### src/rtl/xcvr_pkg.sv
// Shared types for the bus transceiver.
// Assumes: nothing; pure type and helper definitions.
package xcvr_pkg;

    // Operating mode decoded from the enable and direction inputs.
    typedef enum logic [1:0] {
        MODE_OFF = 2'b00,
        MODE_TX  = 2'b01,
        MODE_RX  = 2'b10
    } xcvr_mode_e;

    // Count of single-bit fields carried next to the two data words.
    localparam int CTRL_BITS = 6;

endpackage

### src/rtl/xcvr_mode_dec.sv
// Decodes the global enable and direction inputs into one mode value.
// Assumes: oe_n is active low and overrides the direction input.
module xcvr_mode_dec
    import xcvr_pkg::*;
(
    input  logic       oe_n,
    input  logic       dir_tx,
    output xcvr_mode_e mode
);

    // Select the mode: disable wins, then direction chooses.
    always_comb begin
        if (oe_n)        mode = MODE_OFF;
        else if (dir_tx) mode = MODE_TX;
        else             mode = MODE_RX;
    end

endmodule

### src/rtl/xcvr_parity_tree.sv
// Reduces a data word to its XOR parity (1 when the count of ones is odd).
// Assumes: WIDTH >= 1.
module xcvr_parity_tree #(
    parameter int WIDTH = 8
) (
    input  logic [WIDTH-1:0] data,
    output logic             odd_ones
);

    logic [WIDTH:0] acc;

    assign acc[0] = 1'b0;

    // One XOR stage per data bit, chained.
    for (genvar i = 0; i < WIDTH; i++) begin : g_stage
        assign acc[i+1] = acc[i] ^ data[i];
    end

    assign odd_ones = acc[WIDTH];

endmodule

### src/rtl/xcvr_out_stage.sv
// Optional output register for all pin values and enables.
// Assumes: a reset value of all zeros means every pin is released.
module xcvr_out_stage #(
    parameter int WIDTH   = 8,
    parameter bit REG_OUT = 1'b1
) (
    input  logic             clk,
    input  logic             rst_n,
    input  logic [WIDTH-1:0] d,
    output logic [WIDTH-1:0] q
);

    if (REG_OUT) begin : g_reg
        logic [WIDTH-1:0] q_r;

        // Capture the next pin state each edge; a synchronous reset releases all pins.
        always_ff @(posedge clk) begin
            if (!rst_n) q_r <= '0;
            else        q_r <= d;
        end

        assign q = q_r;
    end else begin : g_comb
        assign q = d;
    end

endmodule

### src/rtl/bus_xcvr_parity.sv
// Byte-wide bidirectional transceiver with a shared parity pin.
// Transmit (dir_tx=1): A drives B and the parity pin carries generated parity.
// Receive  (dir_tx=0): B drives A, and the parity pin is checked along with B.
// Assumes: the pins are split into in/out/oe; released outputs carry value 0.
module bus_xcvr_parity
    import xcvr_pkg::*;
#(
    parameter int DATA_W  = 8,
    parameter bit REG_OUT = 1'b1
) (
    input  logic              clk,
    input  logic              rst_n,
    input  logic              oe_n,
    input  logic              dir_tx,
    input  logic              odd_sel,
    input  logic [DATA_W-1:0] a_in,
    output logic [DATA_W-1:0] a_out,
    output logic              a_oe,
    input  logic [DATA_W-1:0] b_in,
    output logic [DATA_W-1:0] b_out,
    output logic              b_oe,
    input  logic              par_in,
    output logic              par_out,
    output logic              par_oe,
    output logic              err_n,
    output logic              err_oe
);

    localparam int PACK_W = 2 * DATA_W + CTRL_BITS;

    xcvr_mode_e        mode;
    logic              a_odd;
    logic              b_odd;
    logic              is_tx;
    logic              is_rx;
    logic [DATA_W-1:0] a_nxt;
    logic [DATA_W-1:0] b_nxt;
    logic              par_nxt;
    logic              err_nxt;
    logic [PACK_W-1:0] pins_nxt;
    logic [PACK_W-1:0] pins_q;

    xcvr_mode_dec u_mode (
        .oe_n   (oe_n),
        .dir_tx (dir_tx),
        .mode   (mode)
    );

    xcvr_parity_tree #(.WIDTH(DATA_W)) u_par_a (
        .data     (a_in),
        .odd_ones (a_odd)
    );

    xcvr_parity_tree #(.WIDTH(DATA_W)) u_par_b (
        .data     (b_in),
        .odd_ones (b_odd)
    );

    assign is_tx = (mode == MODE_TX);
    assign is_rx = (mode == MODE_RX);

    // Build next pin values; every released pin is forced to zero.
    always_comb begin
        a_nxt   = is_rx ? b_in : '0;
        b_nxt   = is_tx ? a_in : '0;
        par_nxt = is_tx & (a_odd ^ odd_sel);
        if (is_tx)      err_nxt = 1'b1;
        else if (is_rx) err_nxt = ~(b_odd ^ par_in ^ odd_sel);
        else            err_nxt = 1'b0;
    end

    assign pins_nxt = {a_nxt, is_rx, b_nxt, is_tx, par_nxt, is_tx, err_nxt, is_tx | is_rx};

    xcvr_out_stage #(.WIDTH(PACK_W), .REG_OUT(REG_OUT)) u_out (
        .clk   (clk),
        .rst_n (rst_n),
        .d     (pins_nxt),
        .q     (pins_q)
    );

    assign {a_out, a_oe, b_out, b_oe, par_out, par_oe, err_n, err_oe} = pins_q;

endmodule

### config.mk
export PLATFORM = sky130hd
export DESIGN_NAME = bus_xcvr_parity
export DESIGN_NICKNAME = d
export VERILOG_FILES = /design/src/rtl/xcvr_pkg.sv /design/src/rtl/xcvr_mode_dec.sv /design/src/rtl/xcvr_parity_tree.sv /design/src/rtl/xcvr_out_stage.sv /design/src/rtl/bus_xcvr_parity.sv
export SDC_FILE = /design/constraint.sdc
export NUM_CORES = 1
export LEC_CHECK = 0
export BUFFER_PORTS_ARGS = -buffer_cell sky130_fd_sc_hd__buf_2
export CORE_ASPECT_RATIO = 0.9
export CORE_UTILIZATION = 46
export CTS_BUF_LIST = sky130_fd_sc_hd__clkbuf_8
export DETAILED_ROUTE_END_ITERATION = 6
export PLACE_DENSITY_LB_ADDON = 0.08
export SYNTH_ARGS = -nofsm -noshare
export SYNTH_HDL_FRONTEND = slang
export SYNTH_SLANG_ARGS = --single-unit
### constraint.sdc
create_clock -name clk -period 2 [get_ports clk]
set_clock_uncertainty 0.05 [all_clocks]
set_input_delay 0.3 -clock clk [delete_from_list [all_inputs] [get_ports clk]]
set_output_delay 0.3 -clock clk [all_outputs]
set_load 0.02 [all_outputs]
---- Word level (Yosys, flattened, before mapping) ----
Cells that the tools add are included.
storage, ports and cells
  register bits after elaboration ......... 22
  bits of input ports ..................... 22
  word-level logic and storage cells ...... 31
cells by class
  equal/unequal tests ..................... 2
  mux-type cells .......................... 4
  bitwise logic cells ..................... 20
  reduce and logical (&&, ||, !) cells .... 2
operators by type and width
  operator                                              count
  XOR 1 bit                                             17
  2-to-1 mux 2 bit                                      2
  AND reduction 2 bit                                   2
  equality test 2 x 1 -> 1 bit (second input constant)  1
  equality test 2 bit (second input constant)           1
  2-to-1 mux 1 bit                                      2
  AND 1 bit                                             1
  NOT 1 bit                                             1
  OR 1 bit                                              1

---- Longest topological paths before layout ----
  depth in word-level cells ............... 12
  gate-level depth with buffers ........... 4

---- Hierarchy ----
From an unflattened synthesis, not the netlist that was laid out.
second synthesis, totals
  cells, all modules ...................... 87
  area total of the unflattened synthesis .. 942.2 um^2
by module, submodules not included
  module            instances  cells each  area an instance (um^2)  sequential area each (um^2)
  xcvr_out_stage    1          46          620.6                    440.4
  bus_xcvr_parity   1          25          181.4                    0.0
  xcvr_parity_tree  2          7           61.3                     0.0
  xcvr_mode_dec     1          2           17.5                     0.0

---- Worst setup path after synthesis ----
No wires, ideal clock.
  path kind ............................... input to register
  start ................................... input b_in[4]
  end ..................................... register u_out.g_reg.q_r[1] (netlist: u_out.q[1])
  library setup time ...................... 114 ps
  data arrival time ....................... 1119 ps
  required time ........................... 1836 ps
  path slack .............................. 717 ps
  stages .................................. 4
  path buffers ............................ 0
  cell sequence ........................... xor2_1 > xnor3_1 > xnor2_1 > a21o_1
on the way
  cells in the longest elaborated chain, start to end .. 9
ends and longest elaborated chain
  item                     RTL line                source
  start, declared          bus_xcvr_parity.sv:19   input logic [DATA_W-1:0] b_in,
  XOR 1 bit (4 in series)  xcvr_parity_tree.sv:16  assign acc[i+1] = acc[i] ^ data[i];
  XOR 1 bit (2 in series)  bus_xcvr_parity.sv:68   else if (is_rx) err_nxt = ~(b_odd ^ par_in ^ odd_sel);
  NOT 1 bit                bus_xcvr_parity.sv:68
  2-to-1 mux 1 bit         bus_xcvr_parity.sv:68
  2-to-1 mux 1 bit         bus_xcvr_parity.sv:67   if (is_tx) err_nxt = 1'b1;
  end signal, assigned     xcvr_out_stage.sv:18    if (!rst_n) q_r <= '0;
  end signal, assigned     xcvr_out_stage.sv:19    else q_r <= d;
  end, declared            xcvr_out_stage.sv:14    logic [WIDTH-1:0] q_r;
Every way passes these cells.
A chain may end at the register's enable or synchronous reset.

---- Worst setup path after layout ----
  start ................................... input a_in[6]
  end ..................................... register u_out.g_reg.q_r[3] (netlist: u_out.q[3])
on the way
  cells in the longest elaborated chain, start to end .. 4
ends and longest elaborated chain
  item                     RTL line                source
  start, declared          bus_xcvr_parity.sv:16   input logic [DATA_W-1:0] a_in,
  XOR 1 bit (2 in series)  xcvr_parity_tree.sv:16
  XOR 1 bit                bus_xcvr_parity.sv:66   par_nxt = is_tx & (a_odd ^ odd_sel);
  AND 1 bit                bus_xcvr_parity.sv:66
Every way passes these cells.

==> impl_metrics.yaml <==
run_status:
  outcome: "complete, but fails checks"
  violations: "design-rule violations"
logic_synthesis:
  synth_top_area_share_pct: 57.7
  dominantRegCellSynth: "dfxtp_1"
  syn_nets: 82
  ys_seq_area_share_pct: 57.7
  synth_cell_types: 11
  yosys-top-cells-area: "dfxtp_1 (58%), xnor2_1 (13%), and2_1 (7.7%)"
  synth-edff-count: 0
  yosys.cell_count.top_type: "dfxtp_1"
  synth.largest_area_cell: "dfxtp_1"
  synth-seq-cells: 21
  synth_common_cells: "dfxtp_1 (21), xnor2_1 (11), and2_1 (9), and3_1 (8)"
  yosysWarnings: 0
  syn_avg_cell_area_um2: 12.1
  async_flop_share_pct: 0
  synthCells: 60
  synth_area_um2: 728
finish:
  fin_area_um2: 1000
  final_nets: 128
  diodes: 0
  drive_above_1_share_pct: 45.7
  syn_to_final_growth_pct: 37.3
  multi_input_area_um2: 293
  fin_util_pct: 68.3
  regArea_um2: 420
  fill_cells: 132
  largest_reg_flops: 21
sta:
  setup_viol: 0
  tightestPinTransition_ps: 482
  fmax_mhz: 839
  rsz0062_at_grt: "no"
  period_share_pct: 59.6
  hold_violations: 0
  min_period_ps: 1190
  hold_ws_ps: 223
  maxSlewHeadroom_pct: 67.8
  slew_violations: 0
  fin_tns_setup_ps: 0
critical_path:
  startpoint_type: "input port"
  required_ps: 2100
  cp_top_family: "XOR/XNOR gates"
  worst_setup_path_end_kind: "flop"
  slowest_delay_ps: 420
  crit_slowest_cell: "xnor3_1"
  crit_type: "input port to flop"
  critical_path_arrival_ps: 1290
  cp_cell_sequence: "buf_2, xor2_1, xnor3_1, xnor2_1, and2_1"
  critPathBufInv: 1
  worst-path-max-fanout: 2
detailed_routing:
  first_pass_iters: 6
  viasPerCell: 4.52
  drtIter0Drc: 10
  ant_nets: 0
  drcViolationCount: 2
  vias: 542
  routed_wl_mm: 1.15
  wire_per_inst_um: 9.56
clock_network:
  cts_resized: 0
  clkTransAtPathRegs_ps: 70
  cts_tree: "built"
  cts_root_buffer: "clkbuf_8"
  htree_levels: 1
  cts_setup_buffers: 0
  clock-sinks: 21
  holdBufCountCts: 0
  cts_buffers: 3
  cts_buffer_depth: 2
grt:
  grt_pass1_vias: 410
  antenna_found_initial: 0
  grt_usage_pct: 14.9
  grt_pass1_wl_mm: 1.77
  globalRouteOverflowTotal: 0
  grt_max_degree: 12
worst_hold_path:
  hold_start: "b_in[1]"
  hp-class: "input port to flop"
  hold_depth: 2
  worstHoldEndpoint: "u_out.q[15]"
power:
  p_per_area_nw_per_um2: 839
  p_int_mw: 0.649
  switching_share_pct: 22.6
  leakage_nw: 0.556
  switchingPower_mw: 0.190
  power_frac_seq_pct: 52.0
  combPwrFrac_pct: 17.4
  ir_worst_vdd_mv: 0.548
  p_clk_share_pct: 30.6
die:
  std_cell_rows: 13
  die_w_um: 43.9
  die_h_um: 39.7
  start_util_pct: 49.7
  io_pins: 44
  dieArea_um2: 1750
  coreArea_um2: 1460
place:
  gp_congestion: 0.698
  dpl-instance-area_um2: 955
  io_buffer_count: 43
  hpwl_um: 871
job:
  cap_violations: 0
==> logic make-up after synthesis <==
| kind of cell | count (synthesis) | synth area share [%] |
|---|---|---|
| flip-flops | 21 | 57.7 |
| XOR/XNOR | 15 | 21.8 |
| AO/OA/AOI/OAI | 1 | 1.03 |
| buffers and inverters | 3 | 2.06 |
| AND/OR/NAND/NOR | 20 | 17.4 |
==> layout make-up <==
cell class,instances,area share (%)
well taps,15,1.88
clock inverters,1,0.375
repair buffers,44,22.3
flip-flops and latches,21,42.1
clock buffers,3,4.13
multi-input cells,36,29.3
==> power by group through the flow <==
| stage | logic, mW | registers, mW | clock network (mW) |
|---|---|---|---|
| 4_1_cts | 0.148 | 0.436 | 0.265 |
| 3_5_place_dp | 0.147 | 0.446 | 0 |
| 6_report | 0.146 | 0.436 | 0.257 |
| 2_1_floorplan | 0.0780 | 0.466 | 0 |
| 5_1_grt | 0.160 | 0.437 | 0.283 |
| 3_3_place_gp | 0.145 | 0.446 | 0 |
==> routing by layer <==
| metal | share of wire [%] | vias to the layer above | global-route usage (%) |
|---|---|---|---|
| met1 | 44 | 232 | 17.0 |
| li1 | - | 282 | - |
| met2 | 48 | 26 | 25.0 |
| met3 | 6.6 | 2 | 5.53 |
| met4 | 1.7 | 0 | 6.82 |
| met5 | 0 | - | 0 |
==> placed cells by master (no fill, tap or decap) <==
cell type / instances
a21o_1: 1
and2_1: 9
and2_2: 1
and3_1: 8
buf_2: 43
buf_4: 1
clkbuf_8: 3
dfxtp_1: 21
inv_1: 1
nor2b_1: 2
xnor2_1: 11
xnor3_1: 2
xor2_1: 2
==> metrics by stage <==
| stage | setup slack [ps] | power, mW | instances |
|---|---|---|---|
| 2_1_floorplan | 717 | 0.544 | 60 |
| 3_3_place_gp | 558 | 0.591 | 116 |
| 3_5_place_dp | 548 | 0.593 | 116 |
| 4_1_cts | 812 | 0.849 | 120 |
| 5_1_grt | 728 | 0.881 | 120 |
| 6_report | 808 | 0.839 | 120 |
==> worst max-delay path by stage <==
| stage | start | end | cells after the start |
|---|---|---|---|
| 2_1_floorplan | b_in[4] | u_out.q[1] | 4 |
| 3_3_place_gp | b_in[3] | u_out.q[1] | 5 |
| 3_5_place_dp | b_in[3] | u_out.q[1] | 5 |
| 4_1_cts | b_in[3] | u_out.q[1] | 5 |
| 5_1_grt | oe_n | u_out.q[17] | 5 |
| 6_report | a_in[6] | u_out.q[3] | 5 |
Note: power is estimated with default switching activity, not from simulation.
